$ cat config.mk
export PLATFORM = sky130hd
export DESIGN_NAME = tape_motion_ctl
export DESIGN_NICKNAME = d
export VERILOG_FILES = /design/src/rtl/tape_motion_pkg.sv /design/src/rtl/tm_ready_ctl.sv /design/src/rtl/tm_tester.sv /design/src/rtl/tm_arbiter.sv /design/src/rtl/tape_motion_ctl.sv
export SDC_FILE = /design/constraint.sdc
export NUM_CORES = 1
export LEC_CHECK = 0
export ABC_AREA = 1
export ABC_CLOCK_PERIOD_IN_PS = 2800
export BUFFER_PORTS_ARGS = -buffer_cell sky130_fd_sc_hd__buf_2
export CORE_AREA = 2 2 39 41
export DETAILED_ROUTE_END_ITERATION = 6
export DIE_AREA = 0 0 41 43
export PLACE_DENSITY = 0.63
export SYNTH_ARGS = -nofsm -noshare
export SYNTH_HDL_FRONTEND = slang
export SYNTH_SLANG_ARGS = --single-unit
$ cat constraint.sdc
create_clock -name clk -period 2.8 [get_ports clk]
set_input_delay 0.84 -clock clk [delete_from_list [all_inputs] [get_ports clk]]
set_output_delay 0.84 -clock clk [all_outputs]
set_load 0.02 [all_outputs]
$ cat src/rtl/tape_motion_pkg.sv
package tape_motion_pkg;

  typedef struct packed {
    logic fwd;
    logic rev;
  } motion_t;

  // Host command resolution: unload > rewind > reverse > forward.
  function automatic motion_t host_pick(logic f, logic r, logic rw, logic un, logic at_bot);
    motion_t m;
    m = '0;
    if (un)            m.rev = 1'b1;
    else if (rw || r)  m.rev = !at_bot;
    else if (f)        m.fwd = 1'b1;
    return m;
  endfunction

  // Tester request from buttons or from the alternating phase.
  function automatic motion_t tester_pick(logic fb, logic rb, logic auto_sel, logic phase,
                                          logic rew_held, logic at_bot);
    motion_t m;
    m = '0;
    if (auto_sel) begin
      m.fwd = !phase && !rew_held;
      m.rev = phase && !at_bot;
    end else begin
      m.fwd = fb && !rb && !rew_held;
      m.rev = rb && !fb && !at_bot;
    end
    return m;
  endfunction

  // Phase counter step: wraps at last and reports the wrap.
  function automatic logic phase_wrap(int unsigned cnt, int unsigned last);
    return cnt == last;
  endfunction

endpackage

$ cat src/rtl/tm_ready_ctl.sv
module tm_ready_ctl (
  input  logic clk,
  input  logic rst_n,
  input  logic reset_btn,
  input  logic start_btn,
  input  logic in_limit,
  input  logic bot,
  input  logic eot,
  output logic online,
  output logic seeking,
  output logic go_online
);

  logic seek_done;

  assign go_online = !online && start_btn && in_limit && !reset_btn;
  assign seek_done = bot && !eot;

  always_ff @(posedge clk or negedge rst_n) begin
    if (!rst_n) begin
      online  <= 1'b0;
      seeking <= 1'b0;
    end else if (reset_btn) begin
      online  <= 1'b0;
      seeking <= 1'b0;
    end else if (go_online) begin
      online  <= 1'b1;
      seeking <= 1'b1;
    end else if (seeking && seek_done) begin
      seeking <= 1'b0;
    end
  end

  AST_READY_NEEDS_LIMIT: assert property (@(posedge clk) disable iff (!rst_n)
    (online && !$past(online)) |-> $past(start_btn && in_limit));
  AST_SEEK_STOPS: assert property (@(posedge clk) disable iff (!rst_n)
    (seeking && bot && !eot) |=> !seeking);
  AST_SEEK_HOLDS: assert property (@(posedge clk) disable iff (!rst_n)
    (seeking && !(bot && !eot) && !reset_btn) |=> seeking);
  AST_RESET_OFFLINE: assert property (@(posedge clk) disable iff (!rst_n)
    reset_btn |=> (!online && !seeking));

endmodule

$ cat src/rtl/tm_tester.sv
module tm_tester
  import tape_motion_pkg::*;
#(
  parameter int unsigned PHASE_CYCLES = 16
) (
  input  logic    clk,
  input  logic    rst_n,
  input  logic    reset_btn,
  input  logic    online,
  input  logic    go_online,
  input  logic    test_mode_btn,
  input  logic    test_fwd_btn,
  input  logic    test_rev_btn,
  input  logic    test_auto,
  input  logic    rewind_held,
  input  logic    bot,
  output logic    tester_on,
  output motion_t test_motion
);

  localparam int unsigned CNT_W = (PHASE_CYCLES > 2) ? $clog2(PHASE_CYCLES) : 1;
  localparam logic [CNT_W-1:0] LAST = CNT_W'(PHASE_CYCLES - 1);

  logic [CNT_W-1:0] cnt;
  logic             phase;
  logic             auto_run;
  logic             wrap;

  assign auto_run = tester_on && test_auto;
  assign wrap     = phase_wrap(int'(cnt), int'(LAST));

  always_ff @(posedge clk or negedge rst_n) begin
    if (!rst_n)                                  tester_on <= 1'b0;
    else if (reset_btn || online || go_online)   tester_on <= 1'b0;
    else if (test_mode_btn)                      tester_on <= 1'b1;
  end

  always_ff @(posedge clk or negedge rst_n) begin
    if (!rst_n) begin
      cnt   <= '0;
      phase <= 1'b0;
    end else if (!auto_run) begin
      cnt   <= '0;
      phase <= 1'b0;
    end else if (wrap) begin
      cnt   <= '0;
      phase <= !phase;
    end else begin
      cnt   <= cnt + 1'b1;
    end
  end

  always_comb begin
    if (tester_on)
      test_motion = tester_pick(test_fwd_btn, test_rev_btn, test_auto, phase, rewind_held, bot);
    else
      test_motion = '0;
  end

  AST_TESTER_OFFLINE: assert property (@(posedge clk) disable iff (!rst_n)
    tester_on |-> !online);
  AST_AUTO_RESTART: assert property (@(posedge clk) disable iff (!rst_n)
    !auto_run |=> (cnt == '0 && !phase));
  AST_PHASE_KEEP: assert property (@(posedge clk) disable iff (!rst_n)
    (auto_run && !wrap) |=> $stable(phase));
  AST_REW_BLOCKS_FWD: assert property (@(posedge clk) disable iff (!rst_n)
    rewind_held |-> !test_motion.fwd);

endmodule

$ cat src/rtl/tm_arbiter.sv
module tm_arbiter
  import tape_motion_pkg::*;
(
  input  logic    clk,
  input  logic    rst_n,
  input  logic    online,
  input  logic    seeking,
  input  logic    tester_on,
  input  logic    bot,
  input  logic    host_fwd,
  input  logic    host_rev,
  input  logic    host_rew,
  input  logic    host_unload,
  input  motion_t test_motion,
  output logic    fwd_req,
  output logic    rev_req,
  output logic    brake,
  output logic    rewind_out,
  output logic    unload_out
);

  logic    host_live;
  motion_t sel;

  assign host_live = online && !seeking;

  always_comb begin
    sel = '0;
    if (online && seeking)  sel.rev = 1'b1;
    else if (host_live)     sel = host_pick(host_fwd, host_rev, host_rew, host_unload, bot);
    else if (tester_on)     sel = test_motion;
  end

  assign fwd_req    = sel.fwd && !sel.rev;
  assign rev_req    = sel.rev;
  assign brake      = !(fwd_req || rev_req);
  assign unload_out = host_live && host_unload;
  assign rewind_out = host_live && host_rew && !host_unload;

  AST_DIR_EXCLUSIVE: assert property (@(posedge clk) disable iff (!rst_n)
    !(fwd_req && rev_req));
  AST_IDLE_OFFLINE: assert property (@(posedge clk) disable iff (!rst_n)
    (!online && !tester_on) |-> (brake && !rewind_out && !unload_out));
  AST_BOT_LIMIT: assert property (@(posedge clk) disable iff (!rst_n)
    (bot && rev_req) |-> (seeking || unload_out));

endmodule

$ cat src/rtl/tape_motion_ctl.sv
module tape_motion_ctl
  import tape_motion_pkg::*;
#(
  parameter int unsigned PHASE_CYCLES = 16
) (
  input  logic clk,
  input  logic rst_n,
  input  logic reset_btn,
  input  logic start_btn,
  input  logic in_limit,
  input  logic bot,
  input  logic eot,
  input  logic host_fwd,
  input  logic host_rev,
  input  logic host_rew,
  input  logic host_unload,
  input  logic test_mode_btn,
  input  logic test_fwd_btn,
  input  logic test_rev_btn,
  input  logic test_auto,
  input  logic rewind_held,
  output logic ready,
  output logic tester_on,
  output logic fwd_req,
  output logic rev_req,
  output logic brake,
  output logic rewind_out,
  output logic unload_out
);

  logic    online;
  logic    seeking;
  logic    go_online;
  motion_t test_motion;

  tm_ready_ctl u_ready (
    .clk       (clk),
    .rst_n     (rst_n),
    .reset_btn (reset_btn),
    .start_btn (start_btn),
    .in_limit  (in_limit),
    .bot       (bot),
    .eot       (eot),
    .online    (online),
    .seeking   (seeking),
    .go_online (go_online)
  );

  tm_tester #(.PHASE_CYCLES(PHASE_CYCLES)) u_tester (
    .clk           (clk),
    .rst_n         (rst_n),
    .reset_btn     (reset_btn),
    .online        (online),
    .go_online     (go_online),
    .test_mode_btn (test_mode_btn),
    .test_fwd_btn  (test_fwd_btn),
    .test_rev_btn  (test_rev_btn),
    .test_auto     (test_auto),
    .rewind_held   (rewind_held),
    .bot           (bot),
    .tester_on     (tester_on),
    .test_motion   (test_motion)
  );

  tm_arbiter u_arb (
    .clk         (clk),
    .rst_n       (rst_n),
    .online      (online),
    .seeking     (seeking),
    .tester_on   (tester_on),
    .bot         (bot),
    .host_fwd    (host_fwd),
    .host_rev    (host_rev),
    .host_rew    (host_rew),
    .host_unload (host_unload),
    .test_motion (test_motion),
    .fwd_req     (fwd_req),
    .rev_req     (rev_req),
    .brake       (brake),
    .rewind_out  (rewind_out),
    .unload_out  (unload_out)
  );

  assign ready = online;

  AST_START_SETS_READY: assert property (@(posedge clk) disable iff (!rst_n)
    (!ready && start_btn && in_limit && !reset_btn) |=> ready);
  AST_READY_SEEKS: assert property (@(posedge clk) disable iff (!rst_n)
    (!ready && start_btn && in_limit && !reset_btn) |=> rev_req);
  AST_RESET_IDLE: assert property (@(posedge clk) disable iff (!rst_n)
    reset_btn |=> (!ready && !tester_on));

endmodule

==> impl_metrics.env, run 1 <==
export IMPL_power_uw=256
export IMPL_cp_arrival_ns=1.52
export IMPL_avgSynthCellArea_um2=7.76
export IMPL_grt_pass1_vias=394
export IMPL_dp_slack_ns=0.429
export IMPL_synth_ff_type="dfrtp_1"
export IMPL_path_cells="buf_2 > inv_1 > nand3_1 > nand2_1 > nand2_1 > nand2_2 > and2_1 > buf_2"
export IMPL_power_frac_comb_pct=19.1
export IMPL_grt_usage_pct=11.8
export IMPL_synthTopCellsByArea="dfrtp_1 44%, inv_1 8.2%, nand2_1 7.4%, nand3_1 6.6%, nor2_1 6.6%"
export IMPL_drv_cap=0
export IMPL_grt_pass1_wl_mm=1.43
export IMPL_yosys_top_cells_count="10 x inv_1, 9 x nand2_1, 8 x dfrtp_1, 8 x nor2_1, 6 x nand3_1"
export IMPL_cp_num_buf_inv=3
export IMPL_syn_to_final_growth_pct=33.3
export IMPL_drv_slew=0
export IMPL_core_area_um2=1380
export IMPL_vdd_drop_max_uv=263
export IMPL_clk_insertion_delay_late_ns=0.25
export IMPL_r2r_end="u_tester.phase"
export IMPL_die_x_um=41
export IMPL_setup_worst_path_class="primary input to output pin"
export IMPL_synth_top_area_share_pct=43.7
export IMPL_setup_worst_path_start="test_auto"
export IMPL_critPathSlowestCell="buf_2"
export IMPL_worst_r2r_setup_slack_ns=1.76
export IMPL_totalWireLength_um=891
export IMPL_cts_resized=0
export IMPL_final_antenna_net_count=0
export IMPL_final_nets=103
export IMPL_path_max_fanout=3
export IMPL_clk_pin_slew_worst_paths_ns=0.05
export IMPL_layout_drive_gt1_share_pct=36.9
export IMPL_path_delay_family="simple AND/OR/NAND/NOR gates"
export IMPL_grt_max_degree=9
export IMPL_overflow=0
export IMPL_root_buffer="clkbuf_4"
export IMPL_rsz0062_at_grt="false"
export IMPL_yosys_area_top_type="dfrtp_1"
export IMPL_fin_crit_ns=2.36
export IMPL_ff2ff_path_depth=4
export IMPL_synth_nets=76
export IMPL_rows=14
export IMPL_switching_share_pct=26.5
export IMPL_final_core_utilization_pct=44.1
export IMPL_power_frac_seq_pct=47.8
export IMPL_initialDrtViolationCount=4
export IMPL_synth_edf_count=0
export IMPL_synth_distinct_cells=16
export IMPL_startpoint_type="primary input"
export IMPL_io_buffers=22
export IMPL_dieArea_um2=1760
export IMPL_power_density_nw_per_um2=419
export IMPL_htreeDepth=1
export IMPL_finalHoldViolCount=0
export IMPL_yosysSeqAreaShare_pct=43.7
export IMPL_slowest_delay_ns=0.15
export IMPL_pwr_share_clk_pct=33.1
export IMPL_globalplace_congestion=0.666
export IMPL_synth_warnings=0
export IMPL_ctsLongestPathBuffers=2
export IMPL_worst_slew_pin_slew_ns=0.171
export IMPL_drc=0
export IMPL_num_vias=449
export IMPL_synth_cell_area_um2=458
export IMPL_endpoint="rev_req"
export IMPL_critical_path_required_ns=1.96
export IMPL_cts_sinks=8
export IMPL_wl_per_cell_um=8.91
export IMPL_drtPass1Iterations=3
export IMPL_r2r_start="u_tester.cnt[0]"
export IMPL_min_period_over_period_pct=84.3
export IMPL_status="finished, final reports clean"
export IMPL_diodes=0
export IMPL_io_pins=23
export IMPL_antenna_found_initial=0
export IMPL_setup_ws_ns=0.440
export IMPL_initial_core_util_pct=33.1
export IMPL_max_freq_mhz=424
export IMPL_timing_slew_headroom_pct=88.5
export IMPL_ys_seq_elements=8
export IMPL_internal_power_uw=188
export IMPL_dieHeight_um=43
export IMPL_setup_violations=0
export IMPL_tns_ns=0
export IMPL_hp_class="primary input to async pin"
export IMPL_ys_async_sr_fraction_pct=100
export IMPL_cts_setup_buffers=0
export IMPL_post_dp_hpwl_um=783
export IMPL_power_leakage_nw=0.348
export IMPL_end_kind="output pin"
export IMPL_numCtsBuffers=3
export IMPL_cts_hold_buf=0
export IMPL_cts_tree="built"
export IMPL_clock_skew_ns=0.000548
export IMPL_syn_instance_count=59
export IMPL_cp_depth=8
export IMPL_synth_most_common_cell="inv_1"
export IMPL_net_switching_power_uw=67.7
export IMPL_vias_per_cell=4.49
routing by layer:
metal / share of wire [%] / global-route usage [%] / up-vias
met3: 9.8 / 1.57 / 2
met4: 2.2 / 6.00 / 0
met1: 41 / 13.1 / 189
li1: - / - / 237
met5: 0 / 0 / -
met2: 46 / 20.3 / 21
layout by cell type (no fill, tap or decap), drive strengths merged:
cell    Yosys  layout
a21oi       4       4
and2        1       1
buf         0      22
clkbuf      0       3
dfrtp       8       8
ha          1       1
inv        10      10
nand2      12      12
nand3       6       6
nor2        9       9
nor3        2       2
nor3b       1       1
o21ai       3       3
xor2        2       2
layout make-up:
class                   count  area (um2)
well taps                  16        20.0
repair buffers             22         110
fillers                   156         773
inverters                  10        37.5
clock buffers               3        22.5
multi-input cells          41         220
flip-flops and latches      8         200
how the worst min path moves through the flow:
stage / end / slack [ns]
detailed placement: u_tester.cnt[0] / 0.46
CTS: u_tester.cnt[0] / 0.42
floorplan: u_tester.cnt[0] / 0.43
global placement: u_tester.cnt[0] / 0.45
global route: u_tester.cnt[2] / 0.42
finish: u_tester.cnt[1] / 0.42
sequential cells by signal, summed over array words and instances, names as in the netlist:
signal,cells
u_tester.phase,1
u_ready.online,1
u_tester.cnt,4
u_ready.seeking,1
u_tester.tester_on,1
cell families after synthesis:
logic type	share of synthesized area, %
AND/OR/NAND/NOR	32.2
buffers and inverters	8.20
flip-flops	43.7
AO/OA/AOI/OAI	9.29
XOR/XNOR	3.83
adder cells (fa/ha/maj)	2.73
worst register-to-register path, cell delays in order, from the launching register on:
cell and delay (ns):
dfrtp_1 0.39, ha_1 0.23, nand3_1 0.12, xor2_1 0.15
nor2_1 0.05
per-stage QoR:
step,std cells,cell area (um2),hold slack [ns]
final,100,611,0.424
after global routing,100,611,0.425
after CTS,100,611,0.422
after detailed placement,97,588,0.461
after global placement,97,588,0.450
after floorplan,59,458,0.429
power groups by stage:
stage / Sequential, mW / Combinational, mW / Clock (mW)
2_1_floorplan: 0.126 / 0.0238 / 0
3_3_place_gp: 0.124 / 0.0489 / 0
3_5_place_dp: 0.124 / 0.0498 / 0
4_1_cts: 0.122 / 0.0500 / 0.0898
5_1_grt: 0.123 / 0.0556 / 0.0965
6_report: 0.122 / 0.0488 / 0.0845
Note: power is estimated with default switching activity, not from simulation.
==> run 2: changes to the inputs <==
Settings changed: ABC_AREA 1 to 0, ABC_CLOCK_PERIOD_IN_PS 2800 to 2400.
Clock period 2.8 ns to 2.4 ns, I/O delays scaled along.
==> run 2 against run 1 <==
Synthesized cell count is 22% lower. Register-to-register slack worse by 0.44 ns. Cell count is 13% lower. Critical endpoint is now brake. Power is 17% higher. Routed wire length is 5.8% higher.
==> impl_metrics.env, run 2 <==
export IMPL_final_common_cell="buf_2"
export IMPL_startpoint_type="primary input"
export IMPL_ys_seq_elements=8
export IMPL_vias_per_cell=4.97
export IMPL_setup_worst_path_class="primary input to output pin"
export IMPL_diodes=0
export IMPL_grt_pass1_wl_mm=1.46
export IMPL_cts_setup_buffers=0
export IMPL_syn_to_final_growth_pct=33.3
export IMPL_path_max_fanout=6
export IMPL_min_period_over_period_pct=97.5
export IMPL_vdd_drop_max_uv=219
export IMPL_drv_cap=0
export IMPL_ys_async_sr_fraction_pct=100
export IMPL_fin_crit_ns=2.34
export IMPL_cpMostUsedCell="buf_2"
export IMPL_layout_drive_gt1_share_pct=42.3
export IMPL_drc=0
export IMPL_clock_skew_ns=0.00775
export IMPL_instances_no_fill=87
export IMPL_final_cell_mix="22 x buf_2, 8 x dfrtp_1, 6 x nor2_1, 4 x a21oi_1"
export IMPL_synth_warnings=0
export IMPL_core_area_um2=1380
export IMPL_dp_cells=84
export IMPL_yosysSeqAreaShare_pct=43.7
export IMPL_power_uw=299
export IMPL_end_kind="output pin"
export IMPL_cts_sinks=8
export IMPL_largest_register_ffs=4
export IMPL_tns_ns=0
export IMPL_yosys_area_top_type="dfrtp_1"
export IMPL_totalWireLength_um=943
export IMPL_grt_pass1_vias=373
export IMPL_htreeDepth=1
export IMPL_grt_max_degree=9
export IMPL_rsz0062_at_grt="false"
export IMPL_synth_cell_area_um2=458
export IMPL_dieHeight_um=43
export IMPL_critPathSlowestCell="nor4b_2"
export IMPL_drv_slew=0
export IMPL_synth_ff_type="dfrtp_1"
export IMPL_overflow=0
export IMPL_cts_hold_buf=0
export IMPL_drtPass1Iterations=2
export IMPL_final_antenna_net_count=0
export IMPL_dieArea_um2=1760
export IMPL_wl_per_cell_um=10.8
export IMPL_path_cells="buf_2 > nor4b_2 > a211oi_2 > o211a_1 > buf_2"
export IMPL_ctsLongestPathBuffers=2
export IMPL_avgSynthCellArea_um2=9.96
export IMPL_power_density_nw_per_um2=490
export IMPL_cp_arrival_ns=1.62
export IMPL_antenna_found_initial=0
export IMPL_initial_core_util_pct=33.1
export IMPL_clk_insertion_delay_late_ns=0.26
export IMPL_power_leakage_nw=0.304
export IMPL_synthTopCellsByArea="dfrtp_1 44%, nor2_1 4.9%, nor3b_1 4.9%, a21oi_1 4.4%, nor4b_2 3.3%"
export IMPL_root_buffer="clkbuf_4"
export IMPL_numCtsBuffers=3
export IMPL_fill_cells=141
export IMPL_synth_distinct_cells=24
export IMPL_synth_edf_count=0
export IMPL_cts_tree="built"
export IMPL_status="finished, final reports clean"
export IMPL_synth_nets=63
export IMPL_setup_violations=0
export IMPL_synth_most_common_cell="dfrtp_1"
export IMPL_slowest_delay_ns=0.28
export IMPL_cts_resized=0
export IMPL_die_x_um=41
export IMPL_post_dp_hpwl_um=764
export IMPL_syn_instance_count=46
export IMPL_synth_top_area_share_pct=43.7
export IMPL_num_vias=432
export IMPL_top_register="u_tester.cnt"
export IMPL_initialDrtViolationCount=17
export IMPL_max_freq_mhz=427
export IMPL_io_buffers=22
export IMPL_rows=14
export IMPL_finalHoldViolCount=0
export IMPL_globalplace_congestion=0.622
export IMPL_final_nets=90
export IMPL_clk_pin_slew_worst_paths_ns=0.06
export IMPL_io_pins=23
export IMPL_yosys_top_cells_count="8 x dfrtp_1, 6 x nor2_1, 4 x a21oi_1, 3 x nand2_1, 3 x nor3b_1"
export IMPL_hp_class="primary input to async pin"
export IMPL_grt_usage_pct=13.1
export IMPL_worst_slew_pin_slew_ns=0.230
export IMPL_timing_slew_headroom_pct=84.6
export IMPL_critical_path_required_ns=1.68
[run 2: cell count changes after synthesis, moves of 3 or more]
cell | previous run | this run
nand2_1 | 9 | 3
nand2_2 | 3 | 0
inv_1 | 10 | 2
nand3_1 | 6 | 2
[run 2: cells by family (layout without fill, tap and decap cells)]
group	Yosys count	count (layout)	share of synthesized area, %
xor+xnor	2	2	3.83
simple gates	23	23	33.1
buf+inv	2	27	1.64
fa+ha+maj	1	1	2.73
compound gates	10	10	15.0
flops	8	8	43.7
[run 2: metal layers]
| metal | vias up | GRT usage, % | wire length [um] |
|---|---|---|---|
| li1 | 218 | - | - |
| met1 | 205 | 14.6 | 431 |
| met2 | 9 | 18.1 | 476 |
| met3 | 0 | 6.28 | 35 |
| met4 | 0 | 10.0 | 0 |
| met5 | - | 0 | 0 |
[run 2: layout make-up]
cell class,instances,area [um2],area share [%]
multi-input combinational,36,250,41.0
clock buffer,3,22.5,3.69
sequential,8,200,32.8
timing repair buffer,22,110,18.0
inverter,2,7.51,1.23
tap,16,20.0,3.28
[run 2: report_power, final]
group          total, mW  switching, mW  leakage [nW]  internal, mW
registers          0.145        0.00561         0.109         0.139
logic             0.0511         0.0276         0.181        0.0235
clock network      0.103         0.0460        0.0138        0.0572
total              0.299         0.0792         0.304         0.220
[run 2: worst paths after layout]
kind / startpoint / to / slack (ns) / cells after the start
setup reg to reg: u_tester.cnt[0] / u_tester.phase / 1.32 / 4
min in group clk: u_tester.cnt[0] / u_tester.cnt[0] / 0.50 / 1
hold reg to reg: u_tester.cnt[0] / u_tester.cnt[0] / 0.50 / 1
max in group asynchronous: rst_n / u_ready.online / 1.93 / 1
hold / removal: rst_n / u_tester.cnt[3] / 0.29 / 1
setup / recovery: test_auto / brake / 0.06 / 5
[run 2: critical path: cells and delay by family]
kind / cells / cell delay [ns]
AOI/OAI and AO/OA: 2 / 0.34
buffers and inverters: 2 / 0.28
and+or+nand+nor: 1 / 0.28
[run 2: stage by stage]
stage / hold WS (ns) / util, % / cell area [um2] / worst slack, ns
5_1_grt: 0.287 / 44.1 / 611 / 0.0153
3_3_place_gp: 0.488 / 42.5 / 588 / 0.0724
6_report: 0.293 / 44.1 / 611 / 0.0598
4_1_cts: 0.286 / 44.1 / 611 / 0.0447
2_1_floorplan: 0.424 / - / 458 / 0.267
3_5_place_dp: 0.493 / 42.5 / 588 / 0.0447
